File: config.mk
export PLATFORM = sky130hd
export DESIGN_NAME = i2c_regfile_slave
export DESIGN_NICKNAME = d
export VERILOG_FILES = /design/src/rtl/i2c_regfile_slave.sv
export SDC_FILE = /design/constraint.sdc
export NUM_CORES = 1
export LEC_CHECK = 0
export ABC_AREA = 1
export BUFFER_PORTS_ARGS = -buffer_cell sky130_fd_sc_hd__clkbuf_2
export CORE_MARGIN = 2
export CORE_UTILIZATION = 54
export DETAILED_ROUTE_END_ITERATION = 16
export MAX_ROUTING_LAYER = met4
export PLACE_DENSITY = 0.82
export SETUP_SLACK_MARGIN = 0.3
export SLEW_MARGIN = 5
export SYNTH_ARGS = -nofsm -noshare
export SYNTH_HDL_FRONTEND = slang
export SYNTH_SLANG_ARGS = --single-unit
File: constraint.sdc
create_clock -name clk -period 2.8 [get_ports clk]
set_input_delay 0.7 -clock clk [delete_from_list [all_inputs] [get_ports clk]]
set_output_delay 0.7 -clock clk [all_outputs]
set_load 0.02 [all_outputs]
File: src/rtl/i2c_regfile_slave.sv
module i2c_regfile_slave #(
  parameter int          NUM_REGS  = 26,
  parameter logic [6:0]  DEV_ADDR  = 7'h2A,
  parameter int          FSC_BASE  = 7,
  parameter logic [31:0] FSC_RESET = 32'h21F07C16,
  parameter int          PED_REG   = 4,
  parameter int          PED_BIT   = 4
) (
  input  logic                  clk,
  input  logic                  rst_n,
  input  logic                  scl_i,
  input  logic                  sda_i,
  input  logic                  addr_sel,
  output logic                  sda_oe,
  output logic [NUM_REGS*8-1:0] reg_bus
);

  localparam int PTR_W = $clog2(NUM_REGS);
  localparam logic [PTR_W-1:0] TOP = PTR_W'(NUM_REGS - 1);

  typedef enum logic [3:0] {
    S_IDLE, S_ADDR, S_AACK, S_SUB, S_SACK, S_WDATA, S_WACK, S_RDATA, S_RACK
  } state_t;

  function automatic logic [7:0] init_val(int idx);
    logic [7:0] v;
    v = 8'h00;
    if (idx >= FSC_BASE && idx < FSC_BASE + 4) v = FSC_RESET[8*(idx-FSC_BASE) +: 8];
    if (idx == PED_REG) v[PED_BIT] = 1'b1;
    return v;
  endfunction

  logic [2:0] scl_p, sda_p;
  always_ff @(posedge clk or negedge rst_n)
    if (!rst_n) begin
      scl_p <= 3'b111;
      sda_p <= 3'b111;
    end else begin
      scl_p <= {scl_p[1:0], scl_i};
      sda_p <= {sda_p[1:0], sda_i};
    end

  logic scl_s, scl_d, sda_s, sda_d;
  assign scl_s = scl_p[1];
  assign scl_d = scl_p[2];
  assign sda_s = sda_p[1];
  assign sda_d = sda_p[2];

  logic scl_rise, scl_fall, start_evt, stop_evt;
  assign scl_rise  = scl_s & ~scl_d;
  assign scl_fall  = ~scl_s & scl_d;
  assign start_evt = scl_s & scl_d & sda_d & ~sda_s;
  assign stop_evt  = scl_s & scl_d & ~sda_d & sda_s;

  state_t           state;
  logic [3:0]       cnt;
  logic [7:0]       sr, tx;
  logic [PTR_W-1:0] ptr;
  logic             ovf, rw;
  logic [7:0]       regs [NUM_REGS];

  logic byte_end, wr_fire;
  assign byte_end = scl_fall && (cnt == 4'd8);
  assign wr_fire  = (state == S_WDATA) && byte_end && !ovf && !start_evt && !stop_evt;

  always_ff @(posedge clk or negedge rst_n)
    if (!rst_n) begin
      for (int i = 0; i < NUM_REGS; i++) regs[i] <= init_val(i);
    end else if (wr_fire) begin
      regs[ptr] <= sr;
    end

  for (genvar g = 0; g < NUM_REGS; g++) begin : g_bus
    assign reg_bus[g*8 +: 8] = regs[g];
  end

  always_ff @(posedge clk or negedge rst_n) begin
    if (!rst_n) begin
      state  <= S_IDLE;
      cnt    <= '0;
      sr     <= '0;
      tx     <= '0;
      ptr    <= '0;
      ovf    <= 1'b0;
      rw     <= 1'b0;
      sda_oe <= 1'b0;
    end else if (stop_evt) begin
      state  <= S_IDLE;
      sda_oe <= 1'b0;
    end else if (start_evt) begin
      state  <= S_ADDR;
      cnt    <= '0;
      sda_oe <= 1'b0;
    end else begin
      case (state)
        S_ADDR, S_SUB, S_WDATA: begin
          if (scl_rise) begin
            sr  <= {sr[6:0], sda_s};
            cnt <= cnt + 4'd1;
          end else if (byte_end) begin
            if (state == S_ADDR) begin
              if (sr[7:1] == {DEV_ADDR[6:1], addr_sel}) begin
                rw     <= sr[0];
                sda_oe <= 1'b1;
                state  <= S_AACK;
              end else state <= S_IDLE;
            end else if (state == S_SUB) begin
              if (int'(sr) < NUM_REGS) begin
                ptr    <= sr[PTR_W-1:0];
                ovf    <= 1'b0;
                sda_oe <= 1'b1;
                state  <= S_SACK;
              end else state <= S_IDLE;
            end else begin
              if (ovf) state <= S_IDLE;
              else begin
                sda_oe <= 1'b1;
                state  <= S_WACK;
                if (ptr == TOP) ovf <= 1'b1;
                else            ptr <= ptr + 1'b1;
              end
            end
          end
        end
        S_AACK: if (scl_fall) begin
          cnt <= '0;
          if (rw) begin
            tx     <= regs[ptr];
            sda_oe <= ~regs[ptr][7];
            state  <= S_RDATA;
          end else begin
            sda_oe <= 1'b0;
            state  <= S_SUB;
          end
        end
        S_SACK, S_WACK: if (scl_fall) begin
          sda_oe <= 1'b0;
          cnt    <= '0;
          state  <= S_WDATA;
        end
        S_RDATA: begin
          if (scl_rise) cnt <= cnt + 4'd1;
          else if (byte_end) begin
            sda_oe <= 1'b0;
            state  <= S_RACK;
            if (ptr != TOP) ptr <= ptr + 1'b1;
          end else if (scl_fall) begin
            tx     <= {tx[6:0], 1'b0};
            sda_oe <= ~tx[6];
          end
        end
        S_RACK: begin
          if (scl_rise && sda_s) state <= S_IDLE;
          else if (scl_fall) begin
            tx     <= regs[ptr];
            sda_oe <= ~regs[ptr][7];
            cnt    <= '0;
            state  <= S_RDATA;
          end
        end
        default: ;
      endcase
    end
  end

endmodule


# Word-level counts from Yosys, hierarchy flattened
# Cells that the tools add are included.
# word_totals
in_bits	5
regBits	245
wordCells	197
# classes
n_bitwise	18
n_reduce_logical	26
n_addsub	2
n_mux	69
n_lt_le_gt_ge	3
eq_ne	43
# op_table
op	n
$bwmux 208	1
$mux 4	16
$mux 5	10
$mux 7	7
$bmux 8 s5	1
$demux 8 s5	1
$ne 4x4->1 const B	8
$mux 8	3
$ne 2x2->1 const B	12
$reduce_and 12->1	2
$mux 1	21
$pmux 7 s3	1
$ne 5x5->1 const B	4
$pmux 4 s5	1
$eq 4x3->1 const B	4
$reduce_and 7->1	2
$ne 3x3->1 const B	4
$ne 6x6->1 const B	2
$pmux 4 s3	1
$not 1->1	10
$pmux 5 s2	1
$reduce_and 10->1	1
$mux 3	3
$eq 4x2->1 const B	2
other kinds (26)	43

# Logic depth before layout (Yosys ltp)
# Gate-level depths: netlist of run 1.
# depth
ltp_word	10
depth_mapped	14

# Worst setup path before layout of run 1
# Ideal clock, no wire load.
# synth_timing
kind	reg2reg
from	reg ptr[0]
to	reg regs (netlist bit reg_bus[198])
setup_time_ns	0.131
t_arrival_ns	1.984
path_buffers	4
synth_period_minus_slack_ns	2.115
t_required_ns	2.669
path_stages_with_launch	12
slack_ns	0.685
cell_sequence	dfrtp_1 > buf_2 > inv_1 > buf_2 > buf_1 > ha_1 > inv_1 > nor2_8 > nand2_4 > buf_6 > nand2_1 > o21ai_2
# synth_between
elab_chain_cells	6
word_cells_on_any_way	7
classes_between	2 x order compare; 3 x mux; 1 x bitwise; 1 x reduce/logical
# synth_lines
item	line_no	text
start, declared	58	logic [PTR_W-1:0] ptr;
start signal, assigned	109	ptr <= sr[PTR_W-1:0];
start signal, assigned	120	else ptr <= ptr + 1'b1;
start signal, assigned	146	if (ptr != TOP) ptr <= ptr + 1'b1;
$not 5->6 (implied by the code) (*)	70	regs[ptr] <= sr;
$ge 6x6->1 (implied by the code) or $lt 6x1->1 (tied branches)	70	
$logic_and 1x1->1 (implied by the code)	70	
$mux 8 (implied by the code)	70	
$demux 8 s5 (*)	70	
$bwmux 208 (*)	70	
end signal, assigned by index	70	
end, declared	60	logic [7:0] regs [NUM_REGS];
# Mark *: on every way between the ends. The rest lies on a longest branch, timed or not.
# A chain may end at the register's enable or synchronous reset.

# Worst setup path in the final report of run 1
# layout_timing
from	reg scl_p[2]
to	reg regs (netlist bit reg_bus[191])
# layout_between
elab_chain_cells	6
word_cells_on_any_way	13
classes_between	6 x bitwise; 7 x reduce/logical
# layout_lines
item	line_no	text
start, declared	33	logic [2:0] scl_p, sda_p;
start signal, assigned	39	scl_p <= {scl_p[1:0], scl_i};
$and 1x1->1 (on tied branches)	52, 53, 51	
$and 1x1->1 or $logic_and 1x1->1 (tied branches)	52, 63	
$and 1x1->1 or $logic_and 1x1->1 (tied branches)	52, 64	
$logic_not 1->1 or $logic_and 1x1->1 (tied branches)	64	assign wr_fire = (state == S_WDATA) && byte_end && !ovf && !start_evt && !stop_evt;
$logic_and 1x1->1	64	
$logic_and 1x1->1 (*)	64	
# Marks and branches as above.

==> impl_metrics.json, run 1 <==
{
  "detail-route-antenna-nets": 0,
  "required_ns": 3.26,
  "clock_path_buffers": 3,
  "path_class": "reg2reg",
  "synthesis.area_um2": 12100,
  "num_io_pins": 214,
  "hold_class": "in2async",
  "area_growth_pct": 18.0,
  "core.rowCount": 54,
  "fin_nets": 1665,
  "r2r-end": "reg_bus[191]$_DFFE_PN0P_",
  "clock_latency_ns": 0.56,
  "core_area_um2": 21900,
  "start_kind": "flip-flop",
  "fin_tns_setup_ns": 0,
  "synth_top_area_share": 0.463,
  "grt_use_total": 0.331,
  "post-cts-setup-buffers": 0,
  "slew_viol_final": 0,
  "grt_first_pass_wirelength_um": 60200,
  "syn_inst": 1474,
  "antenna_found_initial": 0,
  "place.gp.congestion": 0.922,
  "initial_core_util": 0.552,
  "pre_cts_slack_ns": 0.494,
  "num_antenna_cells": 0,
  "grt-ovfl-total": 0,
  "status": "completed",
  "dieHeight_um": 154,
  "num_vias": 11394,
  "critPathMaxFanout": 16,
  "io_buffer_count": 213,
  "fin_skew_ns": 0.0191,
  "crit_end": "reg_bus[191]$_DFFE_PN0P_",
  "finalHoldViolations": 0,
  "grt_max_degree": 76,
  "synth.avg_cell_area_um2": 8.20,
  "crit_start": "scl_p[2]$_DFF_PN1_",
  "cts_hold_buf": 0,
  "stdcell_count": 1954,
  "end_kind": "flip-flop",
  "drive_above_1_share": 0.241,
  "drc": 0,
  "min_period_ns": 2.33,
  "placedInstanceArea_um2": 13300,
  "ys_ff_latch": 245,
  "synth-main-ff-cell": "dfrtp_1",
  "critPathArrivalTime_ns": 2.79,
  "p_per_area_nw_per_um2": 832,
  "ys_warn_count": 0,
  "p_leak_nw": 7.30,
  "cts_made_buffers": 27,
  "grt_pass1_vias": 10583,
  "synth_area_leaders": "dfrtp_1 (46%), nand2_1 (13%), o21ai_0 (7.0%)",
  "slew_headroom": 0.369,
  "die_w_um": 154,
  "final_cell_area_um2": 14300,
  "drt_iter0_markers": 1215,
  "synth_edf_count": 0,
  "die_area_um2": 23600,
  "viasPerCell": 5.83,
  "wl_per_cell_um": 19.7,
  "synth_top_cell_by_area": "dfrtp_1",
  "r2r_cells": 6,
  "synth_seq_area_share": 0.509,
  "reg2reg_slack_ns": 0.47,
  "tritoncts": "done",
  "grt_setup_unrepaired": "true",
  "dp_cells": 1905,
  "ys_async_sr_fraction": 1.00,
  "fin_crit_sh": 0.830,
  "holdWs_ns": 0.127,
  "yosysUniqueCellTypes": 38,
  "ctsResizeCount": 0,
  "drv_cap": 0,
  "dp_hpwl_um": 26400,
  "synth_nets": 1485,
  "r2r-start": "scl_p[2]$_DFF_PN1_",
  "max_clock_freq_mhz": 430,
  "layout_setup_ws_ns": 0.475,
  "finalPower_mw": 11.9,
  "drt_wl_total_um": 38500,
  "htree_levels": 1,
  "cts.clk_slew.worst_paths_ns": 0.06,
  "firstDrtPassIters": 6,
  "worst_pin_slew_ns": 0.945,
  "cts_root_buffer": "clkbuf_16",
  "fillCellCount": 1810,
  "cts.sinks": 245,
  "setup_viol": 0,
  "final_core_util": 0.652,
  "peakVddDrop_uv": 504
}
## flip-flops by register name (all words and copies together), names as in the netlist
name,count
ptr,5
scl_p,3
reg_bus,208
tx,7
sda_p,3
sda_oe,1
sr,8
rw,1
cnt,4
state,4
ovf,1
## area by class of cell
cell class                      count  area (um2)  area share
Multi-Input combinational cell   1080        5190       0.364
Clock inverter                     11         201      0.0141
Sequential cell                   245        6160       0.432
Timing Repair Buffer              243        1360      0.0955
Inverter                           57         215      0.0151
Tap cell                          280         350      0.0245
Clock buffer                       38         787      0.0551
## where the power goes
part	leakage, nW	switching (mW)	internal, mW
Clock	0.485	1.50	2.43
Combinational	3.49	2.89	1.12
Sequential	3.33	0.234	3.72
Total	7.30	4.62	7.26
## cell usage after synthesis, types with 2 or more instances
library cell / n
nand3_1: 42
buf_1: 2
dfstp_2: 21
dfrtp_1: 224
o21ai_1: 124
ha_1: 6
a21oi_1: 4
o22ai_1: 24
nor2_1: 178
nor2_2: 2
o31ai_1: 2
inv_2: 4
o211ai_1: 7
buf_6: 20
xor2_1: 2
nand2_1: 427
nand4_1: 2
clkbuf_1: 43
o21ai_0: 168
o21ai_2: 48
inv_1: 52
nand2_4: 20
nor3_1: 3
nor2_8: 3
or2_2: 7
a21boi_0: 2
buf_2: 26
## cells in the final DEF, fill, tap and decap left out, types with 2 or more instances in the layout
master and count:
nor2_8 3, nand3_1 41, clkinv_2 4, nor2_1 178, o22ai_1 24, inv_2 5
o21ai_1 124, nor2_2 2, o211ai_1 7, buf_12 5, or2_2 7, o21ai_0 168
o31ai_1 2, clkbuf_16 27, inv_1 51, clkbuf_1 4, nand2_1 427, nand2_4 20
a21oi_1 4, a21boi_0 2, dfrtp_1 223, clkbuf_8 7, o21ai_2 48, clkbuf_2 212
xor2_1 2, nor3_1 3, ha_1 6, nand4_1 2, bufinv_16 5, dfstp_2 21
buf_4 25
## routing by layer
metal,vias up,global-route usage,part of all wire
met2,656,0.514,0.47
met4,0,0.108,0.042
met5,-,-,0
met1,5440,0.456,0.39
li1,5192,-,-
met3,106,0.0448,0.098
## worst max-delay path, stage by stage (launching register included)
cell and delay (ns):
dfstp_2 0.54, inv_2 0.05, nor2_4 0.15, nand4_4 0.16
nor4_4 0.46, nand3_1 0.54, o21ai_0 0.34
## how the worst min path moves through the flow
stage,start,endpoint,slack (ns)
final,rst_n,reg_bus[88]$_DFFE_PN0P_,0.13
after global routing,rst_n,reg_bus[73]$_DFFE_PN0P_,0.18
after CTS,rst_n,reg_bus[88]$_DFFE_PN0P_,0.16
after detailed placement,scl_p[0]$_DFF_PN1_,scl_p[1]$_DFF_PN1_,0.35
after global placement,sda_p[0]$_DFF_PN1_,sda_p[1]$_DFF_PN1_,0.35
after floorplan,scl_p[0]$_DFF_PN1_,scl_p[1]$_DFF_PN1_,0.35
## logic make-up (layout without fill, tap and decap cells)
kind of cell | after synthesis | in the layout | share of synthesized area
multiplexers | 1 | 1 | 0.000828
buffers and inverters | 149 | 349 | 0.0618
XOR/XNOR | 3 | 3 | 0.00217
AND/OR/NAND/NOR | 690 | 690 | 0.243
AO/OA/AOI/OAI | 380 | 380 | 0.177
flip-flops | 245 | 245 | 0.509
adder cells (fa/ha/maj) | 6 | 6 | 0.00621
Power figures use the tool's default switching activity.
==> inputs of run 2 (changes only) <==
Clock period 2.8 ns to 2.2 ns, I/O delays scaled along.
==> run 2 against run 1 <==
Effect of this change: cell area up 5.7%; global-route usage rose by 0.78 points; highest routed layer unchanged; total power is 31% higher; sequential power up 26%; critical endpoint is now reg_bus[195]$_DFFE_PN0P_; critical path type unchanged; clock-buffer cell count up 5; routed wire length is 5.0% higher.
==> impl_metrics.json, run 2 (synthesized netlist as in run 1, its figures left out) <==
{
  "status": "completed",
  "grt_pass1_vias": 11082,
  "p_leak_nw": 7.35,
  "io_buffer_count": 213,
  "fillCellCount": 1639,
  "start_kind": "flip-flop",
  "grt-ovfl-total": 0,
  "worstHoldEndpoint": "scl_p[0]$_DFF_PN1_",
  "finalHoldViolations": 0,
  "grt_max_degree": 60,
  "drc": 0,
  "core.rowCount": 54,
  "firstDrtPassIters": 6,
  "peakVddDrop_uv": 617,
  "end_kind": "flip-flop",
  "cts.clk_slew.worst_paths_ns": 0.06,
  "slew_viol_final": 0,
  "dieHeight_um": 154,
  "wl_per_cell_um": 20.2,
  "drt_wl_total_um": 40400,
  "drv_cap": 0,
  "dp_hpwl_um": 25900,
  "hold-path-cell-count": 1,
  "fin_crit_sh": 0.893,
  "layout_commonest_cell": "nand2_1",
  "layout_common_cells": "nand2_1 (400), dfrtp_1 (219), clkbuf_2 (212)",
  "htree_levels": 1,
  "hold_class": "in2reg",
  "path_depth": 10,
  "pre_cts_slack_ns": 0.152,
  "path_class": "reg2reg",
  "required_ns": 2.60,
  "finalPower_mw": 15.6,
  "p_per_area_nw_per_um2": 1030,
  "max_clock_freq_mhz": 509,
  "critPathArrivalTime_ns": 2.36,
  "worst_pin_slew_ns": 0.656,
  "worstHoldStart": "scl_i",
  "path_cells": "inv_2 -> nor2_4 -> nand4_4 -> inv_4 -> nand3_4 -> nor2_8 -> buf_4 -> nand2_8 -> nand2_1 -> o21ai_2",
  "setup_viol": 0,
  "multi_input_area_um2": 5560,
  "die_w_um": 154,
  "tritoncts": "done",
  "r2r-start": "scl_p[2]$_DFF_PN1_",
  "critPathMaxFanout": 16,
  "r2r-end": "reg_bus[195]$_DFFE_PN0P_",
  "antenna_found_initial": 0,
  "layout_setup_ws_ns": 0.236,
  "clock_latency_ns": 0.54,
  "crit_slowest_cell": "dfstp_2",
  "critPathBufInv": 3,
  "die_area_um2": 23600,
  "slew_headroom": 0.562,
  "critPathTopFamily": "simple AND/OR/NAND/NOR gates",
  "largest_reg_flops": 208,
  "area_growth_pct": 24.8,
  "fin_skew_ns": 0.0185,
  "clock_path_buffers": 3,
  "detail-route-antenna-nets": 0,
  "grt_setup_unrepaired": "true",
  "initial_core_util": 0.552,
  "num_io_pins": 214,
  "placedInstanceArea_um2": 13500,
  "grt_use_total": 0.339,
  "max_stage_delay_ns": 0.54,
  "reg2reg_slack_ns": 0.24,
  "final_cell_area_um2": 15100,
  "r2r_cells": 10,
  "grt_first_pass_wirelength_um": 61700,
  "place.gp.congestion": 0.947,
  "viasPerCell": 5.95,
  "num_vias": 11904,
  "num_antenna_cells": 0,
  "cts.sinks": 245,
  "core_area_um2": 21900,
  "min_period_ns": 1.96,
  "fin_nets": 1710,
  "drt_iter0_markers": 1458,
  "cts_root_buffer": "clkbuf_16",
  "cts_made_buffers": 27,
  "regArea_um2": 6170,
  "fin_tns_setup_ns": 0,
  "drive_above_1_share": 0.287
}
==> run 2: cell count changes in the layout (fill, tap and decap cells not counted), sizes merged, moves of 3 or more <==
cell    before  now
clkbuf     250  256
nand2      448  452
buf         31   69
bufinv       5    2
==> run 2: report_power, final <==
part	switching [mW]	internal (mW)
clock network	1.83	2.82
registers	0.240	4.74
logic	4.17	1.81
==> run 2: layout make-up <==
type,count,share of cell area
clock buffers,43,0.0554
multi-input cells,1084,0.368
inverters,57,0.0149
well taps,280,0.0232
clock inverters,6,0.00555
flip-flops and latches,245,0.409
repair buffers,284,0.124
==> run 2: stage by stage <==
stage | util | hold WS [ns] | std cells
final | 0.689 | 0.108 | 1999
after global routing | 0.689 | 0.0955 | 1999
after CTS | 0.666 | 0.0977 | 1984
after detailed placement | 0.616 | 0.351 | 1923
after global placement | 0.616 | 0.346 | 1923
after floorplan | - | 0.254 | 1474
==> run 2: repair_timing <==
item / CTS / global route
resized for setup: 6 / 86
gates cloned: 1 / 5
hold buffers: 1 / 0
setup buffers: 10 / 10
pin swaps: 5 / 20
hold endpoints to repair: 50 / 0
endpoints found under the setup margin: 208 / 224
==> run 2: how the worst max path moves through the flow <==
stage	startpoint	to	slack, ns
global route	scl_p[2]$_DFF_PN1_	reg_bus[195]$_DFFE_PN0P_	0.20
finish	scl_p[2]$_DFF_PN1_	reg_bus[195]$_DFFE_PN0P_	0.24
global placement	scl_p[2]$_DFF_PN1_	reg_bus[199]$_DFFE_PN0P_	0.21
CTS	ptr[4]$_DFFE_PN0P_	ptr[0]$_DFFE_PN0P_	0.30
detailed placement	scl_p[2]$_DFF_PN1_	reg_bus[99]$_DFFE_PN0P_	0.15
floorplan	ptr[0]$_DFFE_PN0P_	reg_bus[198]$_DFFE_PN0P_	0.33
==> run 2: metal layers <==
metal	track usage	up-vias	wire length, um
met3	0.0510	156	4340
li1	-	5296	-
met2	0.515	837	18500
met5	-	-	0
met4	0.131	0	2080
met1	0.464	5615	15500
